### src/rtl/irq_prio_ctrl.sv
module irq_prio_ctrl #(
  parameter int NSRC   = 64,
  parameter int NFIXED = 7,
  parameter int LW     = 3,
  parameter int PW     = 3,
  parameter int AW     = 7,
  parameter int DW     = 32
) (
  input  logic                     clk,
  input  logic                     rst_n,
  input  logic [NSRC-1:0]          irq_req,
  input  logic                     bus_sel,
  input  logic                     bus_wr,
  input  logic [AW-1:0]            bus_addr,
  input  logic [DW-1:0]            bus_wdata,
  output logic [DW-1:0]            bus_rdata,
  output logic [LW-1:0]            irq_level,
  output logic [$clog2(NSRC)-1:0]  irq_src
);
  localparam int SW     = $clog2(NSRC);
  localparam int KW     = LW + PW;
  localparam int NWORDS = NSRC / DW;

  logic [NSRC-1:0] mask_q;
  logic [KW-1:0]   ctrl_q [NSRC];
  logic [KW-1:0]   key_w  [NSRC];
  logic [KW-1:0]   best_key;
  logic [SW-1:0]   best_src;
  logic            mask_all;
  logic            wr_en;
  int              addr_i;

  assign mask_all = mask_q[0];
  assign wr_en    = bus_sel && bus_wr;
  assign addr_i   = int'(bus_addr);

  always_ff @(posedge clk or negedge rst_n) begin
    if (!rst_n) begin
      mask_q <= '1;
    end else if (wr_en) begin
      for (int w = 0; w < NWORDS; w++)
        if (addr_i == NSRC + w) mask_q[w*DW +: DW] <= bus_wdata;
    end
  end

  always_ff @(posedge clk or negedge rst_n) begin
    if (!rst_n) begin
      for (int i = 0; i < NSRC; i++) ctrl_q[i] <= '0;
    end else if (wr_en && addr_i >= 1 && addr_i < NSRC) begin
      ctrl_q[addr_i] <= bus_wdata[KW-1:0];
    end
  end

  for (genvar g = 0; g < NSRC; g++) begin : g_key
    if (g == 0) begin : g_none
      assign key_w[g] = '0;
    end else if (g <= NFIXED) begin : g_fixed
      assign key_w[g] = {LW'(g), ctrl_q[g][PW-1:0]};
    end else begin : g_prog
      assign key_w[g] = ctrl_q[g];
    end
  end

  always_comb begin
    bus_rdata = '0;
    if (addr_i >= 1 && addr_i < NSRC) begin
      bus_rdata[KW-1:0] = key_w[addr_i];
    end else begin
      for (int w = 0; w < NWORDS; w++)
        if (addr_i == NSRC + w) bus_rdata = mask_q[w*DW +: DW];
    end
  end

  always_comb begin
    best_key = '0;
    best_src = '0;
    for (int i = NSRC - 1; i >= 1; i--) begin
      if (irq_req[i] && !mask_q[i] && key_w[i][KW-1:PW] != '0 && key_w[i] >= best_key) begin
        best_key = key_w[i];
        best_src = SW'(i);
      end
    end
    if (mask_all) begin
      best_key = '0;
      best_src = '0;
    end
  end

  always_ff @(posedge clk or negedge rst_n) begin
    if (!rst_n) begin
      irq_level <= '0;
      irq_src   <= '0;
    end else begin
      irq_level <= best_key[KW-1:PW];
      irq_src   <= best_src;
    end
  end

  p_mask_all_r2: assert property (@(posedge clk) disable iff (!rst_n)
    mask_all |=> (irq_level == '0 && irq_src == '0));

  p_idle_pair_r9: assert property (@(posedge clk) disable iff (!rst_n)
    (irq_level == '0) == (irq_src == '0));

  p_winner_live_r6: assert property (@(posedge clk) disable iff (!rst_n)
    (best_src != '0) |-> (irq_req[best_src] && !mask_q[best_src] && !mask_all));

  p_winner_level_r5: assert property (@(posedge clk) disable iff (!rst_n)
    (best_src != '0) |-> (key_w[best_src][KW-1:PW] != '0));

  p_registered_r7: assert property (@(posedge clk) disable iff (!rst_n)
    (best_src == '0) |=> (irq_src == '0));
endmodule

### config.mk
export PLATFORM = sky130hd
export DESIGN_NAME = irq_prio_ctrl
export DESIGN_NICKNAME = d
export VERILOG_FILES = /design/src/rtl/irq_prio_ctrl.sv
export SDC_FILE = /design/constraint.sdc
export NUM_CORES = 2
export LEC_CHECK = 0
export BUFFER_PORTS_ARGS = -buffer_cell sky130_fd_sc_hd__buf_2
export CORE_MARGIN = 5
export CORE_UTILIZATION = 41
export DETAILED_ROUTE_END_ITERATION = 6
export GPL_ROUTABILITY_DRIVEN = 1
export GPL_TIMING_DRIVEN = 0
export SLEW_MARGIN = 20
export SYNTH_ARGS = -nofsm -noshare
export SYNTH_HDL_FRONTEND = slang
export SYNTH_SLANG_ARGS = --single-unit
### constraint.sdc
create_clock -name clk -period 137.3 [get_ports clk]
set_input_delay 20.595 -clock clk [delete_from_list [all_inputs] [get_ports clk]]
set_output_delay 20.595 -clock clk [all_outputs]
set_load 0.02 [all_outputs]
[Word-level counts from Yosys, hierarchy flattened]
Index checks and enable logic that the tools add are counted.
Word-level totals
  logic and storage cells: 584
  bits in registers: 457
  input bits: 107
Cells by class
  equal/unequal tests: 2
  muxes and demuxes: 138
  reduce and logical (&&, ||, !) cells: 308
  order comparisons: 67
  bitwise logic cells: 1
Operators with widths (count)
  2-to-1 mux 6 bit: 132
  bitwise mux 384 bit: 1
  greater-or-equal comparator 6 bit: 59
  logical AND 1 bit: 187
  nonzero test 3 bit: 56
  2-to-1 mux 32 bit: 2
  zero test 1 bit: 63
  binary-select mux 6 bit (select 6 bit): 1
  demux 6 bit (select 6 bit): 1
  greater-or-equal comparator 32 x 7 -> 1 bit, second input constant: 1
  < comparator 32 x 1 -> 1 bit, second input constant: 1
  NOT 7 -> 32 bit: 1
  2-to-1 mux 26 bit: 1
  equality test 7 bit, second input constant: 2
  greater-or-equal comparator 5 x 6 -> 1 bit: 2
  greater-or-equal comparator 7 x 1 -> 1 bit, second input constant: 1
  < comparator 7 bit, second input constant: 1
  greater-or-equal comparator 4 x 6 -> 1 bit: 1
  greater-or-equal comparator 6 x 1 -> 1 bit, second input constant: 1
  AND reduction 2 bit: 2

[Longest topological paths before layout]
  word-level depth: 192
  depth in mapped cells: 643
  gate-level depth less buffers: 617

[Worst setup path before layout]
OpenSTA, ideal clock, no wires.
  path type: input-to-reg
  start: input port irq_req[63]
  end: register irq_src[0]
  required time: 137176 ps
  setup time: 124 ps
  setup slack: 5847 ps
  stages on the path: 586
  data arrival time: 131329 ps
  path through: nor2b_2 and2_1 nand2_1 ha_1 or3b_1 o2111ai_1 a21o_2 nor2_1 inv_1 o21ai_0 ha_1 nand2b_1 a21oi_1 or3b_2 a211oi_1 nor4_1 o32ai_1 nand2_1 (+550 left out) a21o_2 o311ai_1 nor2_4 mux2_1 ha_1 nand2b_1 a21o_1 a21oi_1 and4bb_2 a21boi_2 mux2i_1 mux2i_1 ha_1 nand2b_1 a21o_1 a21oi_1 a31oi_1 o31a_1
Between the ends
  cells in the longest elaborated chain, start to end: 191
Ends and longest elaborated chain
  start, declared: line 11  | input logic [NSRC-1:0] irq_req,
  logical AND 1 bit (*) (3 in series): line 78  | if (irq_req[i] && !mask_q[i] && key_w[i][KW-1:PW] != '0 && key_w[i] >= best_key) begin
  2-to-1 mux 6 bit: line 78
  greater-or-equal comparator 6 bit: line 78
  logical AND 1 bit: line 78
  2-to-1 mux 6 bit: line 78
  greater-or-equal comparator 6 bit: line 78
  logical AND 1 bit: line 78
  2-to-1 mux 6 bit: line 78
  (+174 left out)
  greater-or-equal comparator 5 x 6 -> 1 bit: line 78
  logical AND 1 bit: line 78
  2-to-1 mux 6 bit: line 78
  greater-or-equal comparator 4 x 6 -> 1 bit: line 78
  logical AND 1 bit: line 78
  2-to-1 mux 6 bit (*): line 78
  2-to-1 mux 6 bit (*): line 83  | if (mask_all) begin
  named net best_src[0]: line 28  | logic [SW-1:0] best_src;
  end signal, assigned: line 95  | irq_src <= best_src;
  end, declared: line 18  | output logic [$clog2(NSRC)-1:0] irq_src
The timed path passes the listed nets; every way through them passes the cells marked *.
A chain may end at the register's enable or synchronous reset.

[Final worst setup path]
  start: input port irq_req[63]
  end: register irq_src[5]
Same word-level chain as after synthesis.

==> results by group <==
Power
  – Reg power frac: 15.6%
  – Switching share of total power: 45.0%
  – Switch Pwr: 418 uW
  – Cell internal pwr: 510 uW
  – Clock power share: 16.6%
  – Pwr Density: 20.3 nW/um2
  – Worst VDD drop: 0.0119 mV
  – Leakage: 20.4 nW
  – Combinational power share: 67.7%

Worst setup path
  – R2r startpoint: ctrl_q[3]$_DFFE_PN0P_
  – Worst Setup Start Kind: input port
  – Worst Path Class, Setup: input port to flop
  – Critical Path RT: 137.78 ns
  – CP most frequent cell: ha_1
  – R2R cell count: 598
  – Critical path capture point type: flop
  – Slowest cell on crit path: or4b_1
  – Slowest stage delay, CP: 0.53 ns
  – R2r setup slk: 23.20 ns
  – Crit path DAT: 133.97 ns
  – Reg2Reg Capture Point: irq_src[5]$_DFF_PN0_
  – Worst-path maximum fanout: 10

Worst hold path
  – Hold EP: ctrl_q[48]$_DFFE_PN0P_
  – Worst hold stages: 1
  – Min-delay worst type: flop to flop
  – Min-Delay Startpoint: ctrl_q[48]$_DFFE_PN0P_

Placed design
  – Pre-CTS setup slack: -14.95 ns
  – Placer Congestion: 1.00
  – Placed insts: 5,460
  – Final HPWL DP: 118,000 um
  – Port Buffer Count: 139

Logic synthesis
  – Sequential share of the synthesized area: 28.8%
  – EDFF count, synth: 0
  – Area contributors post-synth: dfrtp_1, mux2_2, ha_1
  – Post-synth top area share: 24.4%
  – Synth warnings: 0
  – Synth Cell Area: 37,600 um2
  – Main synth FF type: dfrtp_1
  – Synth cell types: 170
  – Synthesized area per cell: 9.11 um2
  – Yosys reg bits: 430
  – Cell count after synthesis: 4,124
  – Post-synth net total: 4,454
  – Synth area leader: dfrtp_1
  – Synth async-reset ratio: 100%

Finish
  – Layout area overhead: 21.7%
  – Fillers: 8,646
  – Commonest non-fill, non-tap cell in the layout: mux2_2
  – Commonest non-fill, non-tap cells in the layout: mux2_2, dfrtp_1, nand2_1, inv_1, buf_4
  – Final cell count without fillers: 5,785
  – Final Net Count: 4,882
  – Layout cell share with drive strength beyond 1: 35.0%

Floorplanning
  – Core ar.: 91,400 um2
  – Die area: 97,800 um2
  – Number of I/O pins: 148
  – Site Rows: 111
  – Starting Density: 41.1%
  – Die X: 313 um
  – Die Y: 313 um

Detailed routing
  – Via count: 36,416
  – 1st-pass router iterations: 6
  – # DRC: 0
  – Antenna viol nets, final: 0
  – DRT iter0 DRCs: 3,983
  – Drt via density: 6.29
  – Drt total wl: 155,000 um
  – Wire per inst: 26.8 um

GRT
  – Antenna violations before repair: 10
  – Largest net degree at the start of global routing: 92
  – Grt total ovfl: 0
  – Number of global-route vias before repair: 33,858
  – Global-route wire length before repair: 223,000 um
  – Total Routing Usage GR: 29.8%

Clock tree
  – H-tree depth: 2
  – CTS tree: built
  – Clock root cell: clkbuf_16
  – Num CTS Buffers: 52
  – CTS max path bufs: 3
  – Clock Latency Late Sink: 0.65 ns
  – Clock sink count: 430
  – Clock Pin Slew Worst Setup and Hold Paths: 0.06 ns

Job
  – Max-Cap Viols: 0

Timing
  – Final hold violations: 0
  – Slew Limit Fails: 0
  – Fin crit share: 97.2%
  – Setup Skew: 0.0347 ns
  – Hold slack: 0.507 ns
  – Least-Margin Pin Slew: 1.34 ns
  – Setup Viol. Count Final: 0
  – Min Tclk post-route: 133.49 ns
  – Setup ws final: 3.81 ns
  – Setup_tns: 0 ns
  – Max Fclk: 0.00749 GHz
  – Max-slew headroom: 10.6%

Outcome
  – Status: finished clean
-- routing by layer --
layer	GRT usage (%)	wire length (um)
met1	40.6	65200
met2	44.9	66000
met3	7.79	15600
met4	12.6	8190
met5	0.346	83
-- stage by stage --
stage	total power, mW	cell area, um2	util [%]
after floorplan	0.515	37600	-
after global placement	0.627	39800	43.5
after detailed placement	0.631	40000	43.8
after CTS	0.835	43200	47.3
after global routing	0.991	45700	50.0
final	0.929	45700	50.0
-- area by class of cell --
class	instances	area, um2	share of cell area [%]
antenna	6	15.0	0.0328
clock inverter	29	425	0.930
inverter	270	1010	2.22
clock buffer	66	1450	3.16
tap	1186	1480	3.25
multi-input combinational	3250	26900	58.8
timing repair buffer	378	2650	5.80
buffer	170	963	2.11
sequential	430	10800	23.7
-- flip-flops by register name, indices dropped and copies added (netlist names) --
name       cells
mask_q        64
irq_level      3
irq_src        6
ctrl_q       357
-- kinds of logic (layout without fill, tap and decap cells) --
family | Yosys count | count (layout) | share of synthesized area [%]
compound gates | 1265 | 1265 | 25.2
xor+xnor | 3 | 3 | 0.0699
fa+ha+maj | 244 | 244 | 7.99
buf+inv | 444 | 913 | 5.17
flops | 430 | 430 | 28.8
mux | 527 | 527 | 15.8
other cells | 0 | 6 | 0
simple gates | 1211 | 1211 | 16.9
-- Yosys cell counts, types with 15 or more instances --
cell	number
o31ai_1	26
a211oi_1	23
nor2b_1	35
inv_1	270
nand3_1	73
and3_1	22
a211o_1	18
mux2_2	456
maj3_1	19
clkbuf_1	115
and2_2	19
nor3b_1	44
a31oi_1	46
nand4_1	45
nor2_1	208
o21a_1	29
o21ai_0	229
o211ai_1	39
a21o_2	19
buf_6	18
dfstp_2	64
a21boi_0	16
ha_1	223
a221oi_1	38
a21oi_1	186
o22ai_1	17
a21o_1	51
o31a_1	22
dfrtp_1	366
nand2_1	371
o21ai_1	26
or2_2	18
nand2b_1	81
mux2i_1	54
a22o_1	45
or3_1	20
and2_1	30
a22oi_1	143
nor3_1	78
and2b_2	15
-- worst max-delay path, delay by kind of cell --
family                     cells  cell delay (ns)
adders and majority gates     75            20.73
and+or+nand+nor              179            26.40
muxes                         40            11.61
AOI/OAI and AO/OA            250            47.55
buffers and inverters         56             6.86
-- power by group through the flow --
stage               sequential [mW]  combinational [mW]  clock [mW]
finish                        0.145               0.629       0.154
global placement              0.146               0.481           0
global route                  0.146               0.685       0.160
detailed placement            0.146               0.484           0
floorplan                     0.142               0.374           0
CTS                           0.144               0.535       0.156
-- timing repair --
item,CTS,global route
hold buffers,0,0
endpoints found under the setup margin,9,7
buffers inserted,67,160
cloned,0,1
resized for setup,194,311
pin swaps,52,220
-- how the worst max path moves through the flow --
stage	depth (start not counted)	to	from
after floorplan	586	irq_src[0]$_DFF_PN0_	irq_req[63]
after global placement	592	irq_src[3]$_DFF_PN0_	irq_req[62]
after detailed placement	594	irq_src[3]$_DFF_PN0_	irq_req[62]
after CTS	609	irq_src[3]$_DFF_PN0_	irq_req[63]
after global routing	614	irq_src[3]$_DFF_PN0_	irq_req[63]
final	600	irq_src[5]$_DFF_PN0_	irq_req[63]
(Power assumes the default switching activity.)
